==> src/rtl/ilv_pkg.sv <==
// Package: default widths shared by the interleave translator modules.
// Assumes: line size and table length are powers of two.
package ilv_pkg;
    localparam int OFF_W  = 64;  // byte offset width
    localparam int ENT_W  = 32;  // table entry width
    localparam int TBL_N  = 16;  // maximum table length
    localparam int WAYS_W = 16;  // interleave ways width
    localparam int LG_W   = 4;   // line size exponent width
endpackage

==> src/rtl/ilv_cfg_check.sv <==
// Module: validates the configuration and derives log2 of the table length.
// Assumes: configuration is static while requests are in flight.
module ilv_cfg_check #(
    parameter int TBL_N  = ilv_pkg::TBL_N,
    parameter int WAYS_W = ilv_pkg::WAYS_W,
    localparam int CNT_W = $clog2(TBL_N + 1),
    localparam int IDX_W = $clog2(TBL_N),
    localparam int LLG_W = $clog2(IDX_W + 1)
) (
    input  logic              clk,
    input  logic              rst_n,
    input  logic [CNT_W-1:0]  num_lines,
    input  logic [WAYS_W-1:0] ways,
    output logic [LLG_W-1:0]  lines_lg2,
    output logic              ilv_on,
    output logic              cfg_ok
);
    logic [IDX_W:0] hit;

    // One match flag per legal power-of-two table length.
    for (genvar i = 0; i <= IDX_W; i++) begin : g_pow
        assign hit[i] = (num_lines == CNT_W'(1 << i));
    end

    // Encode the matching exponent.
    always_comb begin
        lines_lg2 = '0;
        for (int i = 0; i <= IDX_W; i++) begin
            if (hit[i]) lines_lg2 = LLG_W'(i);
        end
    end

    // Usable when disabled, or a power of two with at least one way.
    always_comb begin
        ilv_on = (num_lines != '0);
        cfg_ok = !ilv_on || ((|hit) && (ways != '0));
    end

    p_zero_ways_r1: assert property (@(posedge clk) disable iff (!rst_n)
        (num_lines != '0 && ways == '0) |-> !cfg_ok);
endmodule

==> src/rtl/ilv_split.sv <==
// Module: stage one; splits the offset into line index, skip count and
// sub-line remainder using shifts and masks.
// Assumes: line size 2^line_lg2, table length 2^lines_lg2.
module ilv_split #(
    parameter int OFF_W = ilv_pkg::OFF_W,
    parameter int TBL_N = ilv_pkg::TBL_N,
    parameter int LG_W  = ilv_pkg::LG_W,
    localparam int IDX_W  = $clog2(TBL_N),
    localparam int LLG_W  = $clog2(IDX_W + 1),
    localparam int LEFT_W = (1 << LG_W) + 1
) (
    input  logic              clk,
    input  logic              rst_n,
    input  logic              in_valid,
    input  logic [OFF_W-1:0]  in_off,
    input  logic [LG_W-1:0]   line_lg2,
    input  logic [LLG_W-1:0]  lines_lg2,
    input  logic              ilv_on,
    output logic              s1_valid,
    output logic              s1_pass,
    output logic [OFF_W-1:0]  s1_raw,
    output logic [IDX_W-1:0]  s1_idx,
    output logic [OFF_W-1:0]  s1_skip,
    output logic [LEFT_W-1:0] s1_sub
);
    logic [OFF_W-1:0] line_no;
    logic [OFF_W-1:0] sub_mask;
    logic [IDX_W-1:0] idx_mask;

    // Line number, remainder mask and index mask from the exponents.
    always_comb begin
        line_no  = in_off >> line_lg2;
        sub_mask = (OFF_W'(1) << line_lg2) - OFF_W'(1);
        idx_mask = IDX_W'((TBL_N'(1) << lines_lg2) - 1);
    end

    // Stage-one pipeline register.
    always_ff @(posedge clk) begin
        if (!rst_n) begin
            s1_valid <= 1'b0;
        end else begin
            s1_valid <= in_valid;
        end
        s1_pass <= !ilv_on;
        s1_raw  <= in_off;
        s1_idx  <= line_no[IDX_W-1:0] & idx_mask;
        s1_skip <= line_no >> lines_lg2;
        s1_sub  <= LEFT_W'(in_off & sub_mask);
    end

    p_sub_in_line_r4: assert property (@(posedge clk) disable iff (!rst_n)
        s1_valid |-> (s1_sub < (LEFT_W'(1) << line_lg2)));
endmodule

==> src/rtl/ilv_place.sv <==
// Module: stage two; looks up the line position, adds the table stride
// term, base and remainder, and flags a sum that exceeds the offset width.
// Assumes: skip < 2^(OFF_W - line_lg2 - lines_lg2), so WIDE_W cannot wrap.
module ilv_place #(
    parameter int OFF_W  = ilv_pkg::OFF_W,
    parameter int ENT_W  = ilv_pkg::ENT_W,
    parameter int TBL_N  = ilv_pkg::TBL_N,
    parameter int WAYS_W = ilv_pkg::WAYS_W,
    parameter int LG_W   = ilv_pkg::LG_W,
    localparam int IDX_W  = $clog2(TBL_N),
    localparam int LLG_W  = $clog2(IDX_W + 1),
    localparam int LEFT_W = (1 << LG_W) + 1,
    localparam int WIDE_W = OFF_W + WAYS_W + 2
) (
    input  logic                   clk,
    input  logic                   rst_n,
    input  logic                   s1_valid,
    input  logic                   s1_pass,
    input  logic [OFF_W-1:0]       s1_raw,
    input  logic [IDX_W-1:0]       s1_idx,
    input  logic [OFF_W-1:0]       s1_skip,
    input  logic [LEFT_W-1:0]      s1_sub,
    input  logic [LG_W-1:0]        line_lg2,
    input  logic [LLG_W-1:0]       lines_lg2,
    input  logic [WAYS_W-1:0]      ways,
    input  logic [OFF_W-1:0]       base,
    input  logic [TBL_N*ENT_W-1:0] table_flat,
    output logic                   rsp_valid,
    output logic [OFF_W-1:0]       rsp_off,
    output logic [LEFT_W-1:0]      rsp_left,
    output logic                   rsp_err
);
    logic [ENT_W-1:0]  entry;
    logic [WIDE_W-1:0] line_term;
    logic [WIDE_W-1:0] table_term;
    logic [WIDE_W-1:0] total;
    logic              rsp_pass;

    // Sum of base, line position, table stride term and remainder.
    always_comb begin
        entry      = table_flat[s1_idx*ENT_W +: ENT_W];
        line_term  = WIDE_W'(entry) << line_lg2;
        table_term = (WIDE_W'(s1_skip) * WIDE_W'(ways))
                     << (WIDE_W'(line_lg2) + WIDE_W'(lines_lg2));
        total      = WIDE_W'(base) + line_term + table_term + WIDE_W'(s1_sub);
    end

    // Stage-two (output) register.
    always_ff @(posedge clk) begin
        if (!rst_n) begin
            rsp_valid <= 1'b0;
        end else begin
            rsp_valid <= s1_valid;
        end
        rsp_pass <= s1_pass;
        if (s1_pass) begin
            rsp_off  <= s1_raw;
            rsp_left <= '0;
            rsp_err  <= 1'b0;
        end else begin
            rsp_off  <= total[OFF_W-1:0];
            rsp_left <= (LEFT_W'(1) << line_lg2) - s1_sub;
            rsp_err  <= |total[WIDE_W-1:OFF_W];
        end
    end

    p_left_range_r4: assert property (@(posedge clk) disable iff (!rst_n)
        (rsp_valid && !rsp_pass) |->
            (rsp_left != '0 && rsp_left <= (LEFT_W'(1) << line_lg2)));
    p_pass_clean_r2: assert property (@(posedge clk) disable iff (!rst_n)
        (rsp_valid && rsp_pass) |-> (!rsp_err && rsp_left == '0));
endmodule

==> src/rtl/ilv_xlate.sv <==
// Module: top of the interleaved address translator. Two-stage pipeline,
// one request per cycle, fixed latency of two clocks, no response stall.
// Assumes: configuration inputs change only while the pipeline is empty.
module ilv_xlate #(
    parameter int OFF_W  = ilv_pkg::OFF_W,
    parameter int ENT_W  = ilv_pkg::ENT_W,
    parameter int TBL_N  = ilv_pkg::TBL_N,
    parameter int WAYS_W = ilv_pkg::WAYS_W,
    parameter int LG_W   = ilv_pkg::LG_W,
    localparam int CNT_W  = $clog2(TBL_N + 1),
    localparam int IDX_W  = $clog2(TBL_N),
    localparam int LLG_W  = $clog2(IDX_W + 1),
    localparam int LEFT_W = (1 << LG_W) + 1
) (
    input  logic                   clk,
    input  logic                   rst_n,
    input  logic [LG_W-1:0]        cfg_line_lg2,
    input  logic [CNT_W-1:0]       cfg_num_lines,
    input  logic [WAYS_W-1:0]      cfg_ways,
    input  logic [OFF_W-1:0]       cfg_base,
    input  logic [TBL_N*ENT_W-1:0] cfg_table,
    input  logic                   req_valid,
    output logic                   req_ready,
    input  logic [OFF_W-1:0]       req_off,
    output logic                   rsp_valid,
    output logic [OFF_W-1:0]       rsp_off,
    output logic [LEFT_W-1:0]      rsp_left,
    output logic                   rsp_err
);
    logic [LLG_W-1:0]  lines_lg2;
    logic              ilv_on;
    logic              cfg_ok;
    logic              s1_valid;
    logic              s1_pass;
    logic [OFF_W-1:0]  s1_raw;
    logic [IDX_W-1:0]  s1_idx;
    logic [OFF_W-1:0]  s1_skip;
    logic [LEFT_W-1:0] s1_sub;

    ilv_cfg_check #(.TBL_N(TBL_N), .WAYS_W(WAYS_W)) u_cfg (
        .clk(clk), .rst_n(rst_n), .num_lines(cfg_num_lines), .ways(cfg_ways),
        .lines_lg2(lines_lg2), .ilv_on(ilv_on), .cfg_ok(cfg_ok)
    );

    // Accept requests only under a usable configuration.
    always_comb req_ready = cfg_ok;

    ilv_split #(.OFF_W(OFF_W), .TBL_N(TBL_N), .LG_W(LG_W)) u_split (
        .clk(clk), .rst_n(rst_n), .in_valid(req_valid && req_ready),
        .in_off(req_off), .line_lg2(cfg_line_lg2), .lines_lg2(lines_lg2),
        .ilv_on(ilv_on), .s1_valid(s1_valid), .s1_pass(s1_pass),
        .s1_raw(s1_raw), .s1_idx(s1_idx), .s1_skip(s1_skip), .s1_sub(s1_sub)
    );

    ilv_place #(.OFF_W(OFF_W), .ENT_W(ENT_W), .TBL_N(TBL_N),
                .WAYS_W(WAYS_W), .LG_W(LG_W)) u_place (
        .clk(clk), .rst_n(rst_n), .s1_valid(s1_valid), .s1_pass(s1_pass),
        .s1_raw(s1_raw), .s1_idx(s1_idx), .s1_skip(s1_skip), .s1_sub(s1_sub),
        .line_lg2(cfg_line_lg2), .lines_lg2(lines_lg2), .ways(cfg_ways),
        .base(cfg_base), .table_flat(cfg_table), .rsp_valid(rsp_valid),
        .rsp_off(rsp_off), .rsp_left(rsp_left), .rsp_err(rsp_err)
    );

    p_rsp_follows_req_r6: assert property (@(posedge clk) disable iff (!rst_n)
        rsp_valid |-> $past(req_valid && req_ready, 2));
    p_accept_yields_rsp_r6: assert property (@(posedge clk) disable iff (!rst_n)
        (req_valid && req_ready) |=> ##1 rsp_valid);
endmodule

==> config.mk <==
export PLATFORM = sky130hd
export DESIGN_NAME = ilv_xlate
export DESIGN_NICKNAME = d
export VERILOG_FILES = /design/src/rtl/ilv_pkg.sv /design/src/rtl/ilv_cfg_check.sv /design/src/rtl/ilv_split.sv /design/src/rtl/ilv_place.sv /design/src/rtl/ilv_xlate.sv
export SDC_FILE = /design/constraint.sdc
export NUM_CORES = 2
export LEC_CHECK = 0
export ABC_CLOCK_PERIOD_IN_PS = 13400
export CELL_PAD_IN_SITES_DETAIL_PLACEMENT = 1
export CELL_PAD_IN_SITES_GLOBAL_PLACEMENT = 2
export CORE_MARGIN = 5
export CORE_UTILIZATION = 35
export DETAILED_ROUTE_END_ITERATION = 16
export DONT_BUFFER_PORTS = 1
export GPL_TIMING_DRIVEN = 0
export PLACE_DENSITY = 0.77
export SLEW_MARGIN = 20
export SYNTH_ARGS = -nofsm -noshare
export SYNTH_HDL_FRONTEND = slang
export SYNTH_HIERARCHICAL = 1
export SYNTH_SLANG_ARGS = --single-unit
==> constraint.sdc <==
create_clock -name clk -period 13.4 [get_ports clk]
set_input_delay 2.68 -clock clk [delete_from_list [all_inputs] [get_ports clk]]
set_output_delay 2.68 -clock clk [all_outputs]
set_load 0.005 [all_outputs]
**Word-level counts from Yosys, hierarchy flattened**

Index checks and enable logic that the tools add are counted.

- Bits in registers: 234
- Input bits: 668
- Output and inout bits: 84
- Logic and storage cells: 46

- $add $sub $neg: 7
- Multiply operators: 1
- Eq/ne operators: 5
- Shifts and indexed selects: 8
- Muxes and demuxes: 5
- Bitwise operators: 2
- Reductions and logical operators: 8

Operator list:

| operator | number |
|---|---|
| variable part select 512 x 10 -> 32 bit | 1 |
| adder 64 x 82 -> 82 bit | 1 |
| adder 82 x 17 -> 82 bit | 1 |
| adder 82 bit | 1 |
| left shift 32 x 4 -> 82 bit | 1 |
| left shift 80 x 82 -> 82 bit | 1 |
| multiplier 64 x 16 -> 80 bit | 1 |
| 2-to-1 mux 64 bit | 1 |
| >> shifter 64 x 3 -> 64 bit | 1 |
| >> shifter 64 x 4 -> 64 bit | 1 |
| left shift 1 x 4 -> 17 bit (first input constant) | 2 |
| OR reduction 18 bit | 1 |
| bitwise AND 17 bit | 1 |
| subtractor 17 bit | 1 |
| subtractor 17 x 2 -> 17 bit (second input constant) | 1 |
| nonzero test 16 bit | 1 |
| adder 4 x 3 -> 5 bit | 1 |
| == test 5 x 1 -> 1 bit (second input constant) | 1 |
| == test 5 x 2 -> 1 bit (second input constant) | 1 |
| == test 5 x 3 -> 1 bit (second input constant) | 1 |
| == test 5 x 4 -> 1 bit (second input constant) | 1 |
| == test 5 bit (second input constant) | 1 |
| nonzero test 5 bit | 1 |
| OR reduction 5 bit | 1 |
| 9 further kinds | 11 |

**Longest topological paths before layout**

- Depth after elaboration: 10
- Gate-level depth with buffers: 51
- Gate-level depth less buffers: 49

**By module**

The synthesis kept the hierarchy.

Modules (own cells, without submodules):

| module | instances | cells an instance | area each (um^2) | seq. area each (um^2) |
|---|---|---|---|---|
| ilv_place | 1 | 6494 | 53437.5 | 1661.6 |
| ilv_split | 1 | 1027 | 10405.0 | 3022.9 |
| ilv_cfg_check | 1 | 17 | 123.9 | 0.0 |
| ilv_xlate | 1 | 1 | 6.3 | 0.0 |

**Worst setup path after synthesis**

OpenSTA, ideal clock, no wires.

- Kind: input to register
- From: in cfg_ways[7]
- To: reg u_place.rsp_err
- Setup time: 139 ps
- Arrival time: 13254 ps
- Data required time: 13261 ps
- Path slack: 7 ps
- Stages on the path: 47
- Path buffers: 4
- Cells stage by stage: clkbuf_1 clkbuf_1 nand2_1 fa_1 inv_1 fa_1 inv_1 fa_1 inv_1 fa_1 fa_1 inv_1 fa_1 inv_1 ha_1 buf_2 nand2_1 or4_1 [... 11 more ...] ha_1 ha_1 clkbuf_1 a21o_1 a21o_1 a21oi_1 o21ai_0 nand4b_1 a21oi_1 o31ai_1 a31o_2 a21oi_1 o21ai_0 and4b_1 or3b_1 or3b_1 nand3_1 a41oi_1

- Word-level cells in the longest chain between the ends: 5

RTL lines:

| what | RTL line | source |
|---|---|---|
| start, declared | ilv_xlate.sv:19 | `input logic [WAYS_W-1:0] cfg_ways,` |
| multiplier 64 x 16 -> 80 bit | ilv_place.sv:43 | `table_term = (WIDE_W'(s1_skip) * WIDE_W'(ways))` |
| left shift 80 x 82 -> 82 bit | ilv_place.sv:43 |  |
| adder 82 bit | ilv_place.sv:45 | `total = WIDE_W'(base) + line_term + table_term + WIDE_W'(s1_sub);` |
| adder 82 x 17 -> 82 bit | ilv_place.sv:45 |  |
| OR reduction 18 bit | ilv_place.sv:63 | `rsp_err <= \|total[WIDE_W-1:OFF_W];` |
| end signal, assigned | ilv_place.sv:63 |  |
| end, declared | ilv_place.sv:31 | `output logic rsp_err` |

No other way between the ends.
A chain may end at the register's enable or synchronous reset.

**Worst setup path after layout**

- From: in cfg_ways[1]
- To: reg u_place.rsp_err

Same word-level chain as after synthesis.

==> impl_results.md <==
* Worst Path Required at 13830 ps
* Num ports at 752
* Post-Synthesis Net Count at 9443
* Vias in the first global route at 65200
* Clk slew on worst S/H paths at 60 ps
* Max-Cap Viols at 0
* Core Util, Final at 0.399
* Cells after Synth at 7539
* First-pass GRT wire length at 510000 microns
* GP Congestion at 1.21
* CP peak stage delay at 580 ps
* Rows at 157
* Final period util at 1.00
* Sequential fraction of the synthesis area at 0.0732
* CP max stage cell: fa_1
* Cell Area, Synth at 64000 sq um
* Top FF cell, synth: dfxtp_1
* Worst setup EP type: register
* DRT iter0 DRCs at 5548
* CTS tree: done
* Htree depth at 1
* WP data arrival at 13830 ps
* Mapped Avg Cell Area at 8.49 sq um
* Die Height at 438 microns
* Aggregate global-route resource usage at 0.372
* Max FO, Critical Path at 10
* Initial DRT Pass Iterations at 6
* Flop-to-flop setup slack at 1170 ps
* Area grow syn2layout at 13.8%
* Grt ovf at 0
* # fillers at 21300
* Slew at the pin closest to its max-slew limit at 1270 ps
* Root Driver: clkbuf_16
* Drc violations at 0
* Number of nets with antenna violations after routing at 0
* Ys async rst share at 0
* CP Launch Type: primary input
* Clock buffer depth at 3
* Crit path top cell by count: fa_1
* Routed len/inst at 36.0 microns
* Worst rel slew slack at 0.147
* Via count at 62600
* Critical Path Start: cfg_ways[1]
* DP Wirelength at 311000 microns
* Die width at 438 microns
* Status: completed
* Drt total wl at 368000 microns
* CP Capture Point: u_place/rsp_err
* Initial core utilization at 0.351
* Final min period at 13400 ps
* Post-synth EDFFs at 0
* FF-to-FF Start: u_split/s1_skip[29]
* Seq cells post-synth at 234
* R2R Path End: u_place/rsp_err
* Initial antenna violation count at 167
* Clk sinks at 234
* Core area at 182000 sq um
* Tightest Hold Check Type: register to register
* Final nets at 9591
* Critical path class: primary input to register
* Worst hold slack at 439 ps
* Vias/cell at 6.13
* Worst Reg-to-Reg Cells at 46
* Hold violation count in the final report at 0
* Total CTS buffers at 28
* Yosys cell types at 106
* Endpoints failing setup at 0
* Largest net degree at the start of global routing at 17
* Worst-Skew Late Latency at 630 ps
* Port-buffer cells at 0
* Max Freq at 0.0746 GHz
* RSZ-0062 raised after global routing: yes
* Hold_buf cts at 0
* Commonest non-fill, non-tap cell in the layout: nand2_1
* Clock skew at 43.8 ps
* YS warnings at 6
* Share of cells above drive strength 1 at 0.150
* Commonest cells after routing, fill and taps aside: nand2_1, inv_1, fa_1
* DIE AREA at 191000 sq um
* Final slew viol count at 0
[timing repair]
item | in CTS | in global routing
buffers inserted | 51 | 85
pin swaps | 47 | 119
gates cloned | 0 | 2
resized for setup | 523 | 402
endpoints found under the setup margin | 42 | 15
[routing by layer]
| layer | GRT usage | wire [microns] | vias to the layer above |
|---|---|---|---|
| li1 | - | - | 25700 |
| met1 | 0.455 | 140000 | 32500 |
| met2 | 0.594 | 168000 | 3370 |
| met3 | 0.0923 | 31700 | 913 |
| met4 | 0.222 | 27400 | 70 |
| met5 | 0.0121 | 440 | - |
[registers in the layout (all words and copies together) (netlist names)]
signal / cells
u_place/rsp_left: 17
u_split/s1_skip: 64
u_split/s1_idx: 4
u_split/s1_pass: 1
u_split/s1_raw: 64
u_place/rsp_off: 64
u_place/rsp_err: 1
u_place/rsp_valid: 1
u_split/s1_valid: 1
u_split/s1_sub: 17
[final cells by class]
class                           count  area (sq um)  share of cell area
Timing Repair Buffer              142          1140              0.0157
Inverter                          987          3700              0.0509
Antenna cell                      115           288             0.00395
Clock inverter                     18           194             0.00266
Clock buffer                       32           736              0.0101
Sequential cell                   234          4680              0.0643
Multi-Input combinational cell   5805         56000               0.768
Buffer                            489          3140              0.0432
Tap cell                         2385          2980              0.0410
[synth_stat cells, drive strengths merged (35+ instances only)]
library cell / number / share of area
a211oi: 57 / 0.0068
nand3: 81 / 0.0063
nor2: 388 / 0.023
xor2: 46 / 0.0063
nand2: 1167 / 0.068
o211ai: 35 / 0.0041
a31oi: 47 / 0.0046
mux2: 77 / 0.014
nor3: 118 / 0.0095
and3: 44 / 0.0043
and2: 453 / 0.044
fa: 932 / 0.29
buf: 121 / 0.0093
clkbuf: 392 / 0.023
xnor2: 80 / 0.011
nand4: 74 / 0.0072
inv: 986 / 0.058
dfxtp: 234 / 0.073
mux4: 266 / 0.094
mux2i: 254 / 0.040
ha: 304 / 0.059
a21o: 116 / 0.014
o21ai: 349 / 0.027
o22ai: 43 / 0.0043
o21a: 35 / 0.0041
a21oi: 329 / 0.026
[logic make-up (layout without fill, tap and decap cells)]
kind of cell | count (synthesis) | after routing | synth area share
mux | 597 | 597 | 0.148
simple gates | 2498 | 2498 | 0.182
fa+ha+maj | 1237 | 1237 | 0.351
buf+inv | 1500 | 1668 | 0.0902
compound gates | 1346 | 1346 | 0.139
xor+xnor | 126 | 126 | 0.0173
other cells | 1 | 116 | 0.0000586
flops | 234 | 234 | 0.0732
[how the worst min path moves through the flow]
stage	startpoint	endpoint	slack (ps)	depth (start not counted)
6_report	u_split/s1_raw[9]	u_place/rsp_off[9]	440	2
3_5_place_dp	u_split/s1_valid	u_place/rsp_valid	420	1
5_1_grt	u_split/s1_raw[61]	u_place/rsp_off[61]	460	2
4_1_cts	u_split/s1_raw[9]	u_place/rsp_off[9]	440	2
3_3_place_gp	u_split/s1_valid	u_place/rsp_valid	410	1
2_1_floorplan	u_split/s1_raw[62]	u_place/rsp_off[62]	400	2
[critical path, delay by kind of cell]
family | cells | cell delay [ps]
simple gates | 6 | 1270
xor+xnor | 1 | 350
mux | 2 | 420
buf+inv | 4 | 560
compound gates | 20 | 4130
fa+ha+maj | 10 | 4350
[per-stage QoR]
step                      std cells  area, sq um  setup TNS, ps  setup WS, ps
after CTS                     10000        70300          -29.9         -29.9
after detailed placement       9928        67000         -92470         -3920
final                         10200        72800              0          3.30
after global placement         9924        67000        -109730         -4340
after global routing          10200        72700           -291          -270
after floorplan                7539        64000              0          7.03
Power is left out: the tool's default activity adds up to more than one toggle a clock period on the data nets, which glitch-free logic cannot reach.
